File: src/rtl/sid_crc_pkg.sv
package sid_crc_pkg;
  localparam int FAMILY_BITS = 8;
  localparam int SERIAL_BITS = 48;
  localparam int CODE_BITS   = 8;
  localparam logic [CODE_BITS-1:0] TAPS_REFLECTED = 8'h8C;

  typedef enum logic {
    RUN_GENERATE = 1'b0,
    RUN_CHECK    = 1'b1
  } run_mode_e;
endpackage

File: src/rtl/sid_crc_shift.sv
module sid_crc_shift #(
  parameter int W = 8,
  parameter logic [W-1:0] TAPS = 8'h8C
) (
  input  logic         clk,
  input  logic         rst_n,
  input  logic         clear,
  input  logic         step,
  input  logic         din,
  output logic [W-1:0] crc
);
  logic         fold;
  logic [W-1:0] next_crc;

  assign fold = din ^ crc[0];

  for (genvar i = 0; i < W; i++) begin : g_tap
    if (i == W - 1) begin : g_top
      assign next_crc[i] = fold & TAPS[i];
    end else begin : g_mid
      assign next_crc[i] = crc[i+1] ^ (fold & TAPS[i]);
    end
  end

  always_ff @(posedge clk or negedge rst_n) begin
    if (!rst_n) begin
      crc <= '0;
    end else if (clear) begin
      crc <= '0;
    end else if (step) begin
      crc <= next_crc;
    end
  end
endmodule

File: src/rtl/sid_bit_tally.sv
module sid_bit_tally
  import sid_crc_pkg::*;
#(
  parameter int GEN_LEN = 56,
  parameter int CHK_LEN = 64,
  localparam int CW = $clog2(CHK_LEN + 1)
) (
  input  logic      clk,
  input  logic      rst_n,
  input  logic      clear,
  input  run_mode_e mode_in,
  input  logic      step,
  output run_mode_e mode_q,
  output logic      done
);
  logic [CW-1:0] count;
  logic [CW-1:0] target;

  assign target = (mode_q == RUN_CHECK) ? CW'(CHK_LEN) : CW'(GEN_LEN);
  assign done   = (count == target);

  always_ff @(posedge clk or negedge rst_n) begin
    if (!rst_n) begin
      count  <= '0;
      mode_q <= RUN_GENERATE;
    end else if (clear) begin
      count  <= '0;
      mode_q <= mode_in;
    end else if (step && !done) begin
      count <= count + CW'(1);
    end
  end
endmodule

File: src/rtl/sid_crc_verdict.sv
module sid_crc_verdict
  import sid_crc_pkg::*;
#(
  parameter int W = 8
) (
  input  logic         done,
  input  run_mode_e    mode,
  input  logic [W-1:0] crc,
  output logic         good
);
  assign good = done && (mode == RUN_CHECK) && (crc == '0);
endmodule

File: src/rtl/sid_crc8.sv
module sid_crc8
  import sid_crc_pkg::*;
#(
  parameter int FAM_W = FAMILY_BITS,
  parameter int SER_W = SERIAL_BITS,
  parameter int CRC_W = CODE_BITS,
  parameter logic [CRC_W-1:0] TAPS = TAPS_REFLECTED,
  localparam int GEN_LEN = FAM_W + SER_W,
  localparam int CHK_LEN = GEN_LEN + CRC_W
) (
  input  logic             clk,
  input  logic             rst_n,
  input  logic             clear,
  input  logic             mode_check,
  input  logic             bit_valid,
  output logic             bit_ready,
  input  logic             bit_in,
  output logic [CRC_W-1:0] crc_value,
  output logic             run_done,
  output logic             id_good
);
  run_mode_e mode_q;
  logic      take;

  assign bit_ready = ~run_done;
  assign take      = bit_valid & bit_ready & ~clear;

  sid_crc_shift #(.W(CRC_W), .TAPS(TAPS)) u_shift (
    .clk  (clk),
    .rst_n(rst_n),
    .clear(clear),
    .step (take),
    .din  (bit_in),
    .crc  (crc_value)
  );

  sid_bit_tally #(.GEN_LEN(GEN_LEN), .CHK_LEN(CHK_LEN)) u_tally (
    .clk    (clk),
    .rst_n  (rst_n),
    .clear  (clear),
    .mode_in(run_mode_e'(mode_check)),
    .step   (take),
    .mode_q (mode_q),
    .done   (run_done)
  );

  sid_crc_verdict #(.W(CRC_W)) u_verdict (
    .done(run_done),
    .mode(mode_q),
    .crc (crc_value),
    .good(id_good)
  );
endmodule

File: config.mk
export PLATFORM = sky130hd
export DESIGN_NAME = sid_crc8
export DESIGN_NICKNAME = d
export VERILOG_FILES = /design/src/rtl/sid_crc_pkg.sv /design/src/rtl/sid_crc_shift.sv /design/src/rtl/sid_bit_tally.sv /design/src/rtl/sid_crc_verdict.sv /design/src/rtl/sid_crc8.sv
export SDC_FILE = /design/constraint.sdc
export NUM_CORES = 1
export LEC_CHECK = 0
export BUFFER_PORTS_ARGS = -buffer_cell sky130_fd_sc_hd__buf_4
export CORE_MARGIN = 2
export CORE_UTILIZATION = 55
export CTS_BUF_LIST = sky130_fd_sc_hd__clkbuf_4 sky130_fd_sc_hd__clkbuf_8
export DETAILED_ROUTE_END_ITERATION = 10
export GPL_TIMING_DRIVEN = 0
export HOLD_SLACK_MARGIN = 0.08
export MAX_ROUTING_LAYER = met4
export PLACE_DENSITY = 0.88
export SETUP_SLACK_MARGIN = 0.15
export SLEW_MARGIN = 20
export SYNTH_ARGS = -nofsm -noshare
export SYNTH_HDL_FRONTEND = slang
export SYNTH_SLANG_ARGS = --single-unit
File: constraint.sdc
create_clock -name clk -period 2 [get_ports clk]
set_input_delay 0.3 -clock clk [delete_from_list [all_inputs] [get_ports clk]]
set_output_delay 0.3 -clock clk [all_outputs]
set_load 0.02 [all_outputs]
==> impl_metrics.prom <==
# TYPE chip_impl_metric gauge
chip_impl_info{name="status",value="finished clean"} 1
chip_impl_metric{name="cts.sinks",unit=""} 16
chip_impl_metric{name="post_route_cells_drive_above_1_share",unit="%"} 33.9
chip_impl_metric{name="share_comb_of_total_power",unit="%"} 14.8
chip_impl_metric{name="buffer_ports.inserted",unit=""} 14
chip_impl_metric{name="worst_hold_path.num_cells",unit=""} 2
chip_impl_metric{name="maxCapViolCount",unit=""} 0
chip_impl_info{name="grt_setup_unrepaired",value="yes"} 1
chip_impl_metric{name="met3WireLength",unit="um"} 90
chip_impl_metric{name="total_leakage_power",unit="nW"} 0.539
chip_impl_metric{name="period_needed",unit="ns"} 1.85
chip_impl_metric{name="power_density_cells",unit="nW/um2"} 554
chip_impl_metric{name="die_x",unit="um"} 43.0
chip_impl_info{name="timing.critical_path.to_type",value="output pin"} 1
chip_impl_metric{name="cts-htree-levels",unit=""} 1
chip_impl_metric{name="grtUsageTotal",unit="%"} 23.0
chip_impl_metric{name="mean_cell_area_of_the_mapped_netlist",unit="um2"} 9.96
chip_impl_metric{name="total_iterations_of_the_first_detailed_routing_run",unit=""} 6
chip_impl_metric{name="power.share.sequential",unit="%"} 57.1
chip_impl_metric{name="timing.final.max_slew_violations",unit=""} 0
chip_impl_metric{name="clock.fmax",unit="MHz"} 539
chip_impl_metric{name="synth-seq-cells",unit=""} 16
chip_impl_metric{name="seq_area_frac_synth",unit="%"} 47.8
chip_impl_metric{name="finish.net_count",unit=""} 122
chip_impl_metric{name="antenna_violating_nets_post_route",unit=""} 0
chip_impl_metric{name="gp_congestion",unit=""} 0.748
chip_impl_metric{name="floorplan.initialDensity",unit="%"} 56.9
chip_impl_metric{name="route.layer.met1.wl",unit="um"} 768
chip_impl_metric{name="post-route-drc-count",unit=""} 0
chip_impl_metric{name="netSwitchingFraction",unit="%"} 26.9
chip_impl_metric{name="pre_cts_ws",unit="ns"} 0.342
chip_impl_metric{name="multi_input_comb_area",unit="um2"} 403
chip_impl_metric{name="gr-total-overflow",unit=""} 0
chip_impl_metric{name="cts_made_buffers",unit=""} 3
chip_impl_info{name="synth_top_cells_by_area",value="dfrtp_1 (48%), xor2_1 (7.3%), mux2i_1 (4.8%)"} 1
chip_impl_metric{name="distinct_cells_synth",unit=""} 26
chip_impl_metric{name="postSynthNetCount",unit=""} 92
chip_impl_info{name="worst_setup_path_start_kind",value="flop"} 1
chip_impl_info{name="tritoncts",value="yes"} 1
chip_impl_metric{name="wirelength",unit="um"} 1890
chip_impl_metric{name="clock_skew",unit="ns"} 0.00545
chip_impl_metric{name="peakVddDrop",unit="V"} 0.000542
chip_impl_metric{name="std_cell_rows",unit=""} 14
chip_impl_info{name="synthDominantAreaCellType",value="dfrtp_1"} 1
chip_impl_info{name="top_signal_layer_used",value="met4"} 1
chip_impl_metric{name="worstRegToRegCells",unit=""} 7
chip_impl_metric{name="layout.core_utilization",unit="%"} 74.4
chip_impl_metric{name="crit_fanout",unit=""} 4
chip_impl_metric{name="final.setup.tns",unit="ns"} 0
chip_impl_metric{name="pwr-share-clk",unit="%"} 28.1
chip_impl_metric{name="netSwitchingPower",unit="uW"} 163
chip_impl_metric{name="hold_ws",unit="ns"} 0.249
chip_impl_metric{name="coreArea",unit="um2"} 1470
chip_impl_metric{name="required",unit="ns"} 1.70
chip_impl_metric{name="setup_viol",unit=""} 0
chip_impl_metric{name="synth-edff-count",unit=""} 0
chip_impl_metric{name="chipHeight",unit="um"} 43.0
chip_impl_metric{name="report.final.hold_viol_count",unit=""} 0
chip_impl_metric{name="seq_area",unit="um2"} 400
chip_impl_info{name="worst-setup-path-type",value="flop to output pin"} 1
chip_impl_info{name="min_path_type",value="input pin to flop"} 1
chip_impl_metric{name="post-route-period-util",unit="%"} 92.7
chip_impl_metric{name="dp_hpwl",unit="um"} 1290
chip_impl_metric{name="antenna_violations_before_repair",unit=""} 0
chip_impl_metric{name="num_vias",unit=""} 762
chip_impl_info{name="synthMostInstantiatedCell",value="dfrtp_1"} 1
chip_impl_metric{name="synthToLayoutAreaGrowth",unit="%"} 30.8
chip_impl_metric{name="clockBufferDepth",unit=""} 2
chip_impl_metric{name="postLayoutSetupSlackWorst",unit="ns"} 0.145
chip_impl_metric{name="die_area",unit="um2"} 1850
chip_impl_metric{name="antenna_cells",unit=""} 0
chip_impl_metric{name="clock_insertion_delay_worst_skew",unit="ns"} 0.29
chip_impl_metric{name="met2_length",unit="um"} 994
chip_impl_metric{name="clkSlewWorstSetupHoldPaths",unit="ns"} 0.08
chip_impl_metric{name="synth_area",unit="um2"} 837
chip_impl_metric{name="critPathArrivalTime",unit="ns"} 1.55
chip_impl_metric{name="fill_cells",unit=""} 103
chip_impl_metric{name="ratio_of_routed_vias_to_standard_cells",unit=""} 5.95
chip_impl_metric{name="power",unit="uW"} 607
chip_impl_metric{name="share_of_synthesized_registers_carrying_an_async_set_or_reset",unit="%"} 100
chip_impl_metric{name="slew-limit-headroom",unit="%"} 76.8
chip_impl_metric{name="io_pins",unit=""} 17
chip_impl_metric{name="netlist.area_leader.share",unit="%"} 47.8
chip_impl_info{name="commonest_cells_in_the_netlist",value="dfrtp_1 (16), nand2_1 (9), xor2_1 (7), nor2_1 (5), o21ai_0 (5)"} 1
chip_impl_metric{name="grt_pass1_vias",unit=""} 685
chip_impl_metric{name="wl_per_cell",unit="um"} 14.8
chip_impl_metric{name="synth_warnings",unit=""} 0
chip_impl_metric{name="grt_start_max_net_pins",unit=""} 17
chip_impl_metric{name="max_slew.worst_pin.slew",unit="ns"} 0.347
chip_impl_metric{name="cellInternalPower",unit="uW"} 443
chip_impl_info{name="cts-root-buf",value="clkbuf_4"} 1
chip_impl_metric{name="wire_length_of_the_first_global_routing_pass",unit="um"} 3080
chip_impl_metric{name="dr.first_iter.drc_count",unit=""} 15
chip_impl_info{name="postSynth.topFlopCell",value="dfrtp_1"} 1
chip_impl_metric{name="postSynthCellCount",unit=""} 84
-- what timing repair did --
action                                 4_1_cts  5_1_grt
hold buffers                                 1        0
resized for setup                            4        4
buffers inserted                             7        3
pin swaps                                    4        4
endpoints found under the hold margin       16        0
setup endpoints to repair                    2        7
-- cell families (layout without fill, tap and decap cells) --
kind of cell             Yosys count  after routing  synth area share, %
AND/OR/NAND/NOR                   32             32                 20.6
flip-flops                        16             16                 47.8
buffers and inverters              9             37                 5.23
multiplexers                       5              5                 6.13
adder cells (fa/ha/maj)            2              2                 2.99
XOR/XNOR                           7              7                 7.32
AO/OA/AOI/OAI                     13             13                 9.87
-- final cells by class --
type / count / share of cell area, %
flip-flops and latches: 16 / 36.6
multi-input cells: 59 / 36.8
repair buffers: 25 / 18.1
plain buffers: 3 / 1.94
clock buffers: 3 / 2.06
inverters: 6 / 2.74
well taps: 16 / 1.83
-- flip-flops by register name, indices dropped and copies added (netlist names) --
| signal | count |
|---|---|
| u_shift.crc | 8 |
| u_tally.count | 7 |
| u_tally.mode_q | 1 |
-- power groups by stage --
stage	Sequential [mW]	Combinational (mW)	Clock, mW
floorplan	0.359	0.0406	0
global placement	0.353	0.0769	0
detailed placement	0.353	0.0791	0
CTS	0.346	0.0861	0.172
global route	0.348	0.0975	0.180
finish	0.346	0.0899	0.171
-- worst max-delay path, cell delays in order (launching register included) --
cell,delay [ns]
dfrtp_1,0.42
and4bb_1,0.20
o2111a_1,0.25
buf_6,0.13
buf_4,0.14
buf_6,0.12
-- worst paths after layout --
check	startpoint	endpoint	slack [ns]
worst max-delay path	u_tally.mode_q$_DFFE_PN0P_	run_done	0.15
worst min-delay path	mode_check	u_tally.mode_q$_DFFE_PN0P_	0.25
worst max register to register	u_tally.mode_q$_DFFE_PN0P_	u_tally.count[2]$_DFFE_PN0P_	0.22
worst min register to register	u_tally.count[0]$_DFFE_PN0P_	u_tally.count[0]$_DFFE_PN0P_	0.59
max in group asynchronous	rst_n	u_shift.crc[5]$_DFFE_PN0P_	1.42
min in group asynchronous	rst_n	u_tally.count[2]$_DFFE_PN0P_	0.39
-- routing by layer --
metal | vias to the layer above | GRT usage [%]
li1 | 352 | -
met1 | 379 | 29.4
met2 | 25 | 37.0
met3 | 6 | 2.55
met4 | 0 | 10.3
met5 | - | -
-- placed cells by master, fill, tap and decap left out, types with 2 or more instances in the layout --
cell | synthesis | layout
or3_1 | 2 | 2
xor2_1 | 7 | 7
mux2i_1 | 4 | 4
nand2_1 | 9 | 9
nor3_1 | 3 | 3
and4bb_1 | 2 | 2
inv_1 | 4 | 4
a31o_2 | 2 | 2
clkbuf_4 | 0 | 3
a21oi_1 | 4 | 4
nand3_1 | 4 | 4
ha_1 | 2 | 2
nor2_1 | 5 | 3
buf_6 | 1 | 3
nand4_1 | 3 | 3
o21ai_0 | 5 | 5
dfrtp_1 | 16 | 16
buf_2 | 2 | 2
buf_4 | 0 | 22
-- per-stage QoR --
step	instances	instance area [um2]
detailed placement	114	962
finish	128	1090
floorplan	84	837
global placement	114	962
CTS	125	1060
global route	128	1090
Note: power is estimated with default switching activity, not from simulation.
